## src/rtl/mesh_walk_pkg.sv

```systemverilog
package mesh_walk_pkg;
  typedef enum logic [2:0] {
    ST_IDLE,
    ST_SETUP,
    ST_RUN,
    ST_DMA,
    ST_ADV
  } walk_st_e;

  typedef enum logic [1:0] {
    PH_IDLE,
    PH_W0,
    PH_W1
  } dma_ph_e;
endpackage

```

## src/rtl/mw_addr_gen.sv

```systemverilog
module mw_addr_gen #(
  parameter int COORD_W    = 7,
  parameter int AW         = 32,
  parameter int PITCH_LOG2 = 7,
  parameter int VTX_LOG2   = 3
) (
  input  logic [AW-1:0]      base_i,
  input  logic [COORD_W-1:0] x_i,
  input  logic [COORD_W-1:0] y_i,
  output logic [AW-1:0]      addr_o
);
  logic [AW-1:0] idx;

  always_comb begin
    idx    = (AW'(y_i) << PITCH_LOG2) + AW'(x_i);
    addr_o = base_i + (idx << VTX_LOG2);
  end
endmodule

```

## src/rtl/mw_insn_wdog.sv

```systemverilog
module mw_insn_wdog #(
  parameter int MAX_INSN = 2048
) (
  input  logic clk_i,
  input  logic rst_ni,
  input  logic clr_i,
  input  logic step_i,
  output logic expire_o
);
  localparam int WD_W = $clog2(MAX_INSN + 1);

  logic [WD_W-1:0] cnt_q;

  always_ff @(posedge clk_i or negedge rst_ni) begin
    if (!rst_ni)     cnt_q <= '0;
    else if (clr_i)  cnt_q <= '0;
    else if (step_i) cnt_q <= cnt_q + 1'b1;
  end

  // budget is spent on the step that brings the count to MAX_INSN
  assign expire_o = step_i && (cnt_q == WD_W'(MAX_INSN - 1));
endmodule

```

## src/rtl/mw_dma_pair.sv

```systemverilog
module mw_dma_pair
  import mesh_walk_pkg::*;
#(
  parameter int AW = 32,
  parameter int DW = 32
) (
  input  logic          clk_i,
  input  logic          rst_ni,
  input  logic          go_i,
  input  logic [AW-1:0] addr_i,
  input  logic [DW-1:0] word0_i,
  input  logic [DW-1:0] word1_i,
  output logic          wr_req_o,
  output logic [AW-1:0] wr_addr_o,
  output logic [DW-1:0] wr_data_o,
  input  logic          wr_ack_i,
  output logic          done_o,
  output logic [AW-1:0] last_addr_o
);
  localparam int NB = DW / 8;
  localparam logic [AW-1:0] STEP = AW'(NB);

  dma_ph_e       ph_q;
  logic [AW-1:0] addr_q, last_q;
  logic [DW-1:0] w0_q, w1_q, sel;

  always_ff @(posedge clk_i or negedge rst_ni) begin
    if (!rst_ni) begin
      ph_q   <= PH_IDLE;
      addr_q <= '0;
      w0_q   <= '0;
      w1_q   <= '0;
      last_q <= '0;
    end else begin
      case (ph_q)
        PH_IDLE: if (go_i) begin
          ph_q   <= PH_W0;
          addr_q <= addr_i;
          w0_q   <= word0_i;
          w1_q   <= word1_i;
        end
        PH_W0: if (wr_ack_i) ph_q <= PH_W1;
        PH_W1: if (wr_ack_i) begin
          ph_q   <= PH_IDLE;
          last_q <= addr_q + STEP;
        end
        default: ph_q <= PH_IDLE;
      endcase
    end
  end

  assign sel       = (ph_q == PH_W1) ? w1_q : w0_q;
  assign wr_req_o  = (ph_q == PH_W0) || (ph_q == PH_W1);
  assign wr_addr_o = (ph_q == PH_W1) ? addr_q + STEP : addr_q;
  assign done_o    = (ph_q == PH_W1) && wr_ack_i;
  assign last_addr_o = last_q;

  for (genvar i = 0; i < NB; i++) begin : g_swap
    assign wr_data_o[8*i +: 8] = sel[8*(NB-1-i) +: 8];
  end
endmodule

```

## src/rtl/mesh_walk_seq.sv

```systemverilog
module mesh_walk_seq
  import mesh_walk_pkg::*;
#(
  parameter int COORD_W    = 7,
  parameter int AW         = 32,
  parameter int DW         = 32,
  parameter int PITCH_LOG2 = 7,
  parameter int VTX_LOG2   = 3,
  parameter int MAX_INSN   = 2048,
  localparam int VCNT_W    = 2 * COORD_W + 1
) (
  input  logic               clk_i,
  input  logic               rst_ni,
  input  logic               start_i,
  input  logic [COORD_W-1:0] h_last_i,
  input  logic [COORD_W-1:0] v_last_i,
  input  logic [AW-1:0]      mesh_base_i,
  output logic               coord_load_o,
  output logic               pc_clr_o,
  output logic [COORD_W-1:0] coord_x_o,
  output logic [COORD_W-1:0] coord_y_o,
  output logic               core_run_o,
  input  logic               core_step_i,
  input  logic               core_vout_i,
  input  logic [DW-1:0]      core_word0_i,
  input  logic [DW-1:0]      core_word1_i,
  output logic               wr_req_o,
  output logic [AW-1:0]      wr_addr_o,
  output logic [DW-1:0]      wr_data_o,
  input  logic               wr_ack_i,
  output logic               busy_o,
  output logic [AW-1:0]      last_dma_o,
  output logic [VCNT_W-1:0]  vertex_cnt_o,
  output logic               err_o,
  output logic               irq_o
);
  walk_st_e           st_q;
  logic [COORD_W-1:0] x_q, y_q, hl_q, vl_q;
  logic [AW-1:0]      base_q, pt_addr;
  logic [VCNT_W-1:0]  vcnt_q;
  logic               err_q, irq_q;
  logic               wd_expire, dma_go, dma_done;

  mw_addr_gen #(
    .COORD_W(COORD_W), .AW(AW), .PITCH_LOG2(PITCH_LOG2), .VTX_LOG2(VTX_LOG2)
  ) u_addr (
    .base_i(base_q), .x_i(x_q), .y_i(y_q), .addr_o(pt_addr)
  );

  mw_insn_wdog #(.MAX_INSN(MAX_INSN)) u_wdog (
    .clk_i, .rst_ni,
    .clr_i   (st_q == ST_SETUP),
    .step_i  ((st_q == ST_RUN) && core_step_i),
    .expire_o(wd_expire)
  );

  assign dma_go = (st_q == ST_RUN) && core_vout_i;

  mw_dma_pair #(.AW(AW), .DW(DW)) u_dma (
    .clk_i, .rst_ni,
    .go_i       (dma_go),
    .addr_i     (pt_addr),
    .word0_i    (core_word0_i),
    .word1_i    (core_word1_i),
    .wr_req_o,
    .wr_addr_o,
    .wr_data_o,
    .wr_ack_i,
    .done_o     (dma_done),
    .last_addr_o(last_dma_o)
  );

  always_ff @(posedge clk_i or negedge rst_ni) begin
    if (!rst_ni) begin
      st_q   <= ST_IDLE;
      x_q    <= '0;
      y_q    <= '0;
      hl_q   <= '0;
      vl_q   <= '0;
      base_q <= '0;
      vcnt_q <= '0;
      err_q  <= 1'b0;
      irq_q  <= 1'b0;
    end else begin
      irq_q <= 1'b0;
      case (st_q)
        ST_IDLE: if (start_i) begin
          hl_q   <= h_last_i;
          vl_q   <= v_last_i;
          base_q <= mesh_base_i;
          x_q    <= '0;
          y_q    <= '0;
          err_q  <= 1'b0;
          st_q   <= ST_SETUP;
        end
        ST_SETUP: st_q <= ST_RUN;
        ST_RUN: begin
          if (core_vout_i) st_q <= ST_DMA;
          else if (wd_expire) begin
            err_q <= 1'b1;
            st_q  <= ST_ADV;
          end
        end
        ST_DMA: if (dma_done) st_q <= ST_ADV;
        ST_ADV: begin
          if (x_q == hl_q) begin
            x_q <= '0;
            if (y_q == vl_q) begin
              st_q   <= ST_IDLE;
              irq_q  <= 1'b1;
              vcnt_q <= (VCNT_W'(hl_q) + 1'b1) * (VCNT_W'(vl_q) + 1'b1);
            end else begin
              y_q  <= y_q + 1'b1;
              st_q <= ST_SETUP;
            end
          end else begin
            x_q  <= x_q + 1'b1;
            st_q <= ST_SETUP;
          end
        end
        default: st_q <= ST_IDLE;
      endcase
    end
  end

  assign coord_load_o = (st_q == ST_SETUP);
  assign pc_clr_o     = (st_q == ST_SETUP);
  assign coord_x_o    = x_q;
  assign coord_y_o    = y_q;
  assign core_run_o   = (st_q == ST_RUN);
  assign busy_o       = (st_q != ST_IDLE);
  assign vertex_cnt_o = vcnt_q;
  assign err_o        = err_q;
  assign irq_o        = irq_q;
endmodule

```

## config.mk

```make
export PLATFORM = sky130hd
export DESIGN_NAME = mesh_walk_seq
export DESIGN_NICKNAME = d
export VERILOG_FILES = /design/src/rtl/mesh_walk_pkg.sv /design/src/rtl/mw_addr_gen.sv /design/src/rtl/mw_insn_wdog.sv /design/src/rtl/mw_dma_pair.sv /design/src/rtl/mesh_walk_seq.sv
export SDC_FILE = /design/constraint.sdc
export NUM_CORES = 1
export LEC_CHECK = 0
export ABC_AREA = 0
export BUFFER_PORTS_ARGS = -buffer_cell sky130_fd_sc_hd__buf_4
export CORE_MARGIN = 4
export CORE_UTILIZATION = 48
export CTS_CLUSTER_DIAMETER = 150
export DETAILED_ROUTE_END_ITERATION = 10
export PLACE_DENSITY = 0.73
export SYNTH_ARGS = -nofsm -noshare
export SYNTH_HDL_FRONTEND = slang
export SYNTH_SLANG_ARGS = --single-unit
```

## constraint.sdc

```tcl
create_clock -name clk_i -period 4.9 [get_ports clk_i]
set_input_delay 0.98 -clock clk_i [delete_from_list [all_inputs] [get_ports clk_i]]
set_output_delay 0.98 -clock clk_i [all_outputs]
set_load 0.1 [all_outputs]
```

**After elaboration in Yosys (flattened, before gate mapping)**

Index checks and enable logic that the tools add are counted.

- Register bits: 222
- Input bits: 116
- Output and inout bits: 132
- Logic and storage cells: 91

- Add/subtract/negate cells: 8
- Multipliers: 1
- Equality and inequality tests: 19
- Muxes and demuxes: 28
- Reductions and logical operators: 20

Operator list:

| cell | number |
|---|---|
| 32-bit 2-to-1 mux | 2 |
| 32-bit by 18-bit adder with 32-bit output | 1 |
| 32-bit by 3-bit adder with 32-bit output, second input constant | 1 |
| 7-bit 2-to-1 mux | 4 |
| 7-bit one-hot mux with 2 select lines | 2 |
| 12-bit 2-to-1 mux | 2 |
| 7-bit by 1-bit adder with 8-bit output, second input constant | 2 |
| 2-bit != test, second input constant | 8 |
| 14-bit by 7-bit adder with 15-bit output | 1 |
| 8-bit by 8-bit multiplier with 15-bit output | 1 |
| 3-bit 2-to-1 mux | 5 |
| 3-bit one-hot mux with 5 select lines | 1 |
| 7-bit by 1-bit adder with 7-bit output, second input constant | 2 |
| 7-bit equality test | 2 |
| 12-bit by 1-bit adder with 12-bit output, second input constant | 1 |
| 12-bit by 11-bit equality test with 1-bit output, second input constant | 1 |
| 3-bit AND reduction | 3 |
| 2-bit AND reduction | 4 |
| 4-bit AND reduction | 2 |
| 1-bit 2-to-1 mux | 7 |
| 3-bit by 2-bit equality test with 1-bit output, second input constant | 2 |
| 2-bit 2-to-1 mux | 3 |
| 2-bit one-hot mux with 3 select lines | 1 |
| 2-bit nonzero test | 3 |
| other kinds (12) | 15 |

**Logic depth before layout (Yosys ltp)**

- Depth after elaboration: 6
- Mapped depth: 20

**Cells and area by module**

Synthesis repeated with hierarchy kept, for this count alone.

- Cells, all modules: 1407
- Area total of the unflattened synthesis: 13863.3 um^2

By module, submodules not included:

| module | instances | cells an instance | area an instance (um^2) | sequential area each (um^2) |
|---|---|---|---|---|
| mw_dma_pair | 1 | 554 | 6518.8 | 3253.1 |
| mesh_walk_seq | 1 | 639 | 5615.4 | 2001.9 |
| mw_addr_gen | 1 | 154 | 1123.6 | 0.0 |
| mw_insn_wdog | 1 | 60 | 605.6 | 300.3 |

**Worst setup path after synthesis**

Ideal clock, no wire load.

- Kind: reg-to-reg
- Start: reg vl_q[0]
- End: reg vcnt_q[13] (netlist: vertex_cnt_o[13])
- Arrival: 4946 ps
- Data required time: 4775 ps
- Slack: -171 ps
- Stages on the path, launching flop included: 19
- Path buffers: 1
- Cells stage by stage: dfrtp_1 -> clkbuf_1 -> and3_1 -> nand3_1 -> xor2_1 -> or2_2 -> fa_1 -> fa_1 -> fa_1 -> fa_1 -> inv_1 -> ha_1 -> o21a_1 -> o31a_1 -> o31ai_1 -> a211oi_1 -> a21oi_1 -> xnor2_1 -> mux2_2

- Word-level cells in the longest chain between the ends: 2
- Elaborated cells on any way between the ends: 4
- Those cells by class: add/sub (1); mul (1); eq/ne (1); reduce/logical (1)

Ends and longest elaborated chain:

| what | RTL line | source |
|---|---|---|
| from (decl) | mesh_walk_seq.sv:38 | `logic [COORD_W-1:0] x_q, y_q, hl_q, vl_q;` |
| from (signal assigned) | mesh_walk_seq.sv:89 | `vl_q <= v_last_i;` |
| 7-bit by 1-bit adder with 8-bit output / 7-bit equality test (equally long branches) | mesh_walk_seq.sv:111, mesh_walk_seq.sv:108 |  |
| 8-bit by 8-bit multiplier with 15-bit output / 3-bit AND reduction (equally long branches) | - |  |
| to (signal assigned) | mesh_walk_seq.sv:111 | `vcnt_q <= (VCNT_W'(hl_q) + 1'b1) * (VCNT_W'(vl_q) + 1'b1);` |
| to (decl) | mesh_walk_seq.sv:40 | `logic [VCNT_W-1:0] vcnt_q;` |

Several ways; a longest one is shown, not always the timed one.
A chain may end at the register's enable or synchronous reset.

**Worst setup path in the final report**

- Start: reg hl_q[0]
- End: reg vcnt_q[13] (netlist: vertex_cnt_o[13])

- Word-level cells in the longest chain between the ends: 2
- Elaborated cells on any way between the ends: 4
- Those cells by class: add/sub (1); mul (1); eq/ne (1); reduce/logical (1)

Ends and longest elaborated chain:

| what | RTL line | source |
|---|---|---|
| from (decl) | mesh_walk_seq.sv:38 |  |
| from (signal assigned) | mesh_walk_seq.sv:88 | `hl_q <= h_last_i;` |
| 7-bit by 1-bit adder with 8-bit output / 7-bit equality test (equally long branches) | mesh_walk_seq.sv:111, mesh_walk_seq.sv:106 |  |
| 8-bit by 8-bit multiplier with 15-bit output / 3-bit AND reduction (equally long branches) | - |  |

Several ways; a longest one is shown, not always the timed one.

==> results.txt <==
Total routing resource utilization after global routing: 0.209
TritonCTS buffer count: 25
Area growth, synth to finish: 28.4%
Outcome: complete, no violations
Detailed Place HPWL: 23.8 mm
WP data required: 5.31 ns
Antenna violations before repair: 1
Global Route met1 Usage: 0.276
Post-synth ARST share: 1.00
Endpoint type of the worst setup path: flop
Clock Sink Count: 222
Cells along the critical path: buf_4 -> and3_1 -> nand3_2 -> xor2_2 -> buf_4 -> nor2_2 -> fa_1 -> fa_1 -> fa_1 -> inv_1 -> fa_1 -> inv_1 -> ha_4 -> o21a_1 -> o31ai_4 -> a211oi_2 -> a21oi_2 -> xnor2_1 -> mux2_4
Most common cell after layout, fill and taps aside: buf_4
Final slew viol count: 0
Max incr delay on CP: 0.53 ns
Transition time at the pin with the least slew margin: 1.04 ns
Worst endpoint data arrival time: 5.29 ns
Cell type of the slowest stage on the worst timing path: fa_1
Worst slew margin relative to its limit: 0.309
Area inside the core boundary: 27000 sq um
CTS tree: yes
Final-stage net count: 1843
Width of the die: 174 um
Top_reg_cell synth: dfrtp_1
Critical setup path kind: reg2reg
Global Route met2 Usage: 0.358
Number of ports placed on the die boundary: 248
Peak Freq: 205 MHz
Busiest layer in global routing: met2
Number of flops mapped to enable cells by yosys: 0
Total of endpoints with negative setup slack in the final report: 0
Met3 global-route usage: 0.0321
Number of standard cells in the final layout excluding fillers: 1991
Weighted congestion at the end of routability-driven global placement: 0.868
Most common cell on crit path: fa_1
Overall die area: 30100 sq um
Cell Count Post-Placement: 1924
Vias in the first global route: 10.3k
Synthesized area per cell: 9.74 sq um
Source-to-sink clock delay at the later pin of the worst-skew pair: 0.53 ns
Sequential fraction of the synthesis area: 0.422
Overall die height: 174 um
FF+latch count, synth: 222
Launching element type of the critical path: flop
Layout cells sized above 1: 0.333
Number of distinct standard cells referenced by the synthesized netlist: 53
Netlist area before placement: 13100 sq um
Final cycle utilization of the critical path: 0.996
Standard-cell row count: 60
Hold violation count in the final report: 0
Number of cells produced by synthesis: 1350
Net count after synthesis: 1561
Minimum clock period after layout: 4.88 ns
Count of buffer and inverter cells on the critical path: 4
Largest net degree at the start of global routing: 115
I/O Buffers: 247
RSZ-0062 raised after global routing: yes
Core utilization of the finished layout: 0.627
Effective utilization at floorplan: 0.488
Top library cells by usage in the layout, fill and taps aside: buf_4 (311), nand2_1 (243), dfrtp_1 (220), mux2_2 (114), nor2_1 (103)
DRT iter0 DRCs: 582
First-pass GRT wire length: 52.9 mm
WL/cell: 16.3 um
Setup skew after layout: 0.0137 ns
Buffer cell driving the clock tree root: clkbuf_16
Class of the most critical hold timing path: reg2reg
Worst hold-check slack: 0.477 ns
Total number of H-tree levels: 1
Warning count from the yosys run: 0
DRC errors left: 0
Clock Tree Buf Depth: 3
Crit-path leading delay family: adder cells
Number of nets with antenna violations after detailed routing: 0
Number of vias in the routed layout: 10.4k
Final global-route overflow total: 0
Number of optimization iterations in the first detailed-route pass: 5
Via density per instance: 5.23
Max-capacitance violation count: 0
Largest fanout on the critical path: 4
Sum Neg Setup Slack: 0 ns
CTS clk-pin slew, worst paths: 0.06 ns
Final Routed Wirelength: 32.5 mm
cells by family (layout without fill, tap and decap cells):
logic type | count (synthesis) | after routing | synth area share
compound gates | 151 | 151 | 0.0650
xor+xnor | 131 | 131 | 0.0873
fa+ha+maj | 95 | 95 | 0.111
buf+inv | 131 | 430 | 0.0408
flops | 222 | 222 | 0.422
mux | 121 | 121 | 0.103
other cells | 0 | 1 | 0
simple gates | 499 | 499 | 0.170
worst min-delay path: stages, from the launching register on:
cell     delay [ns]
dfrtp_1        0.34
nand2_1        0.05
nand2_1        0.06
what timing repair did:
action                     4_1_cts  5_1_grt
hold buffers                     0        0
resized for setup               15       49
pin swaps                        7       39
setup buffers                    8       14
setup endpoints to repair        5        6
cloned                           0        0
metrics by stage:
step | cell area (sq um) | setup WS [ns]
after CTS | 16500 | 0.00595
after detailed placement | 15600 | -0.251
after floorplan | 13200 | 0.00471
final | 16900 | 0.0214
after global placement | 15600 | -0.140
after global routing | 16900 | -0.145
synth_stat cells, types with 36 or more instances:
cell	number	area (sq um)
clkbuf_1	43	161
dfrtp_1	222	5560
fa_1	36	721
ha_1	59	738
inv_1	68	255
mux2_2	115	1290
nand2_1	245	920
nand3_1	39	195
nor2_1	110	413
o21ai_0	86	430
xnor2_1	65	569
xor2_1	66	578
layer usage:
metal  wire, um  share of wire  up-vias
met1      14100           0.43     5030
met3       1450          0.044       74
met4       1060          0.033        0
met2      15900           0.49      245
met5          0              0        -
li1           -              -     5059
path summary, 6_finish.rpt:
| check | slack (ns) | cells past startpoint | endpoint | from |
|---|---|---|---|---|
| worst max-delay path | 0.02 | 19 | vertex_cnt_o[13] | hl_q[0] |
| worst min-delay path | 0.48 | 2 | base_q[1] | base_q[1] |
| worst max register to register | 0.02 | 19 | vertex_cnt_o[13] | hl_q[0] |
| worst min register to register | 0.48 | 2 | base_q[1] | base_q[1] |
| max in group asynchronous | 3.42 | 2 | vertex_cnt_o[4] | rst_ni |
| min in group asynchronous | 0.51 | 1 | u_dma.last_addr_o[23] | rst_ni |
registers in the layout, indices dropped and copies added, names as in the netlist, 12 cells and up:
signal,flops
vertex_cnt_o,15
base_q,32
u_dma.w1_q,32
u_wdog.cnt_q,12
u_dma.last_addr_o,32
u_dma.addr_q,32
u_dma.w0_q,32
cell type report:
type | count | area (sq um)
antenna | 1 | 2.50
clock buffer | 35 | 743
clock inverter | 9 | 60.1
fill | 2230 | 10100
inverter | 68 | 255
multi-input combinational | 997 | 7420
sequential | 222 | 5560
tap | 341 | 427
timing repair buffer | 318 | 2430
Power is left out: the tool's default activity adds up to more than one toggle a clock period on the data nets, which glitch-free logic cannot reach.
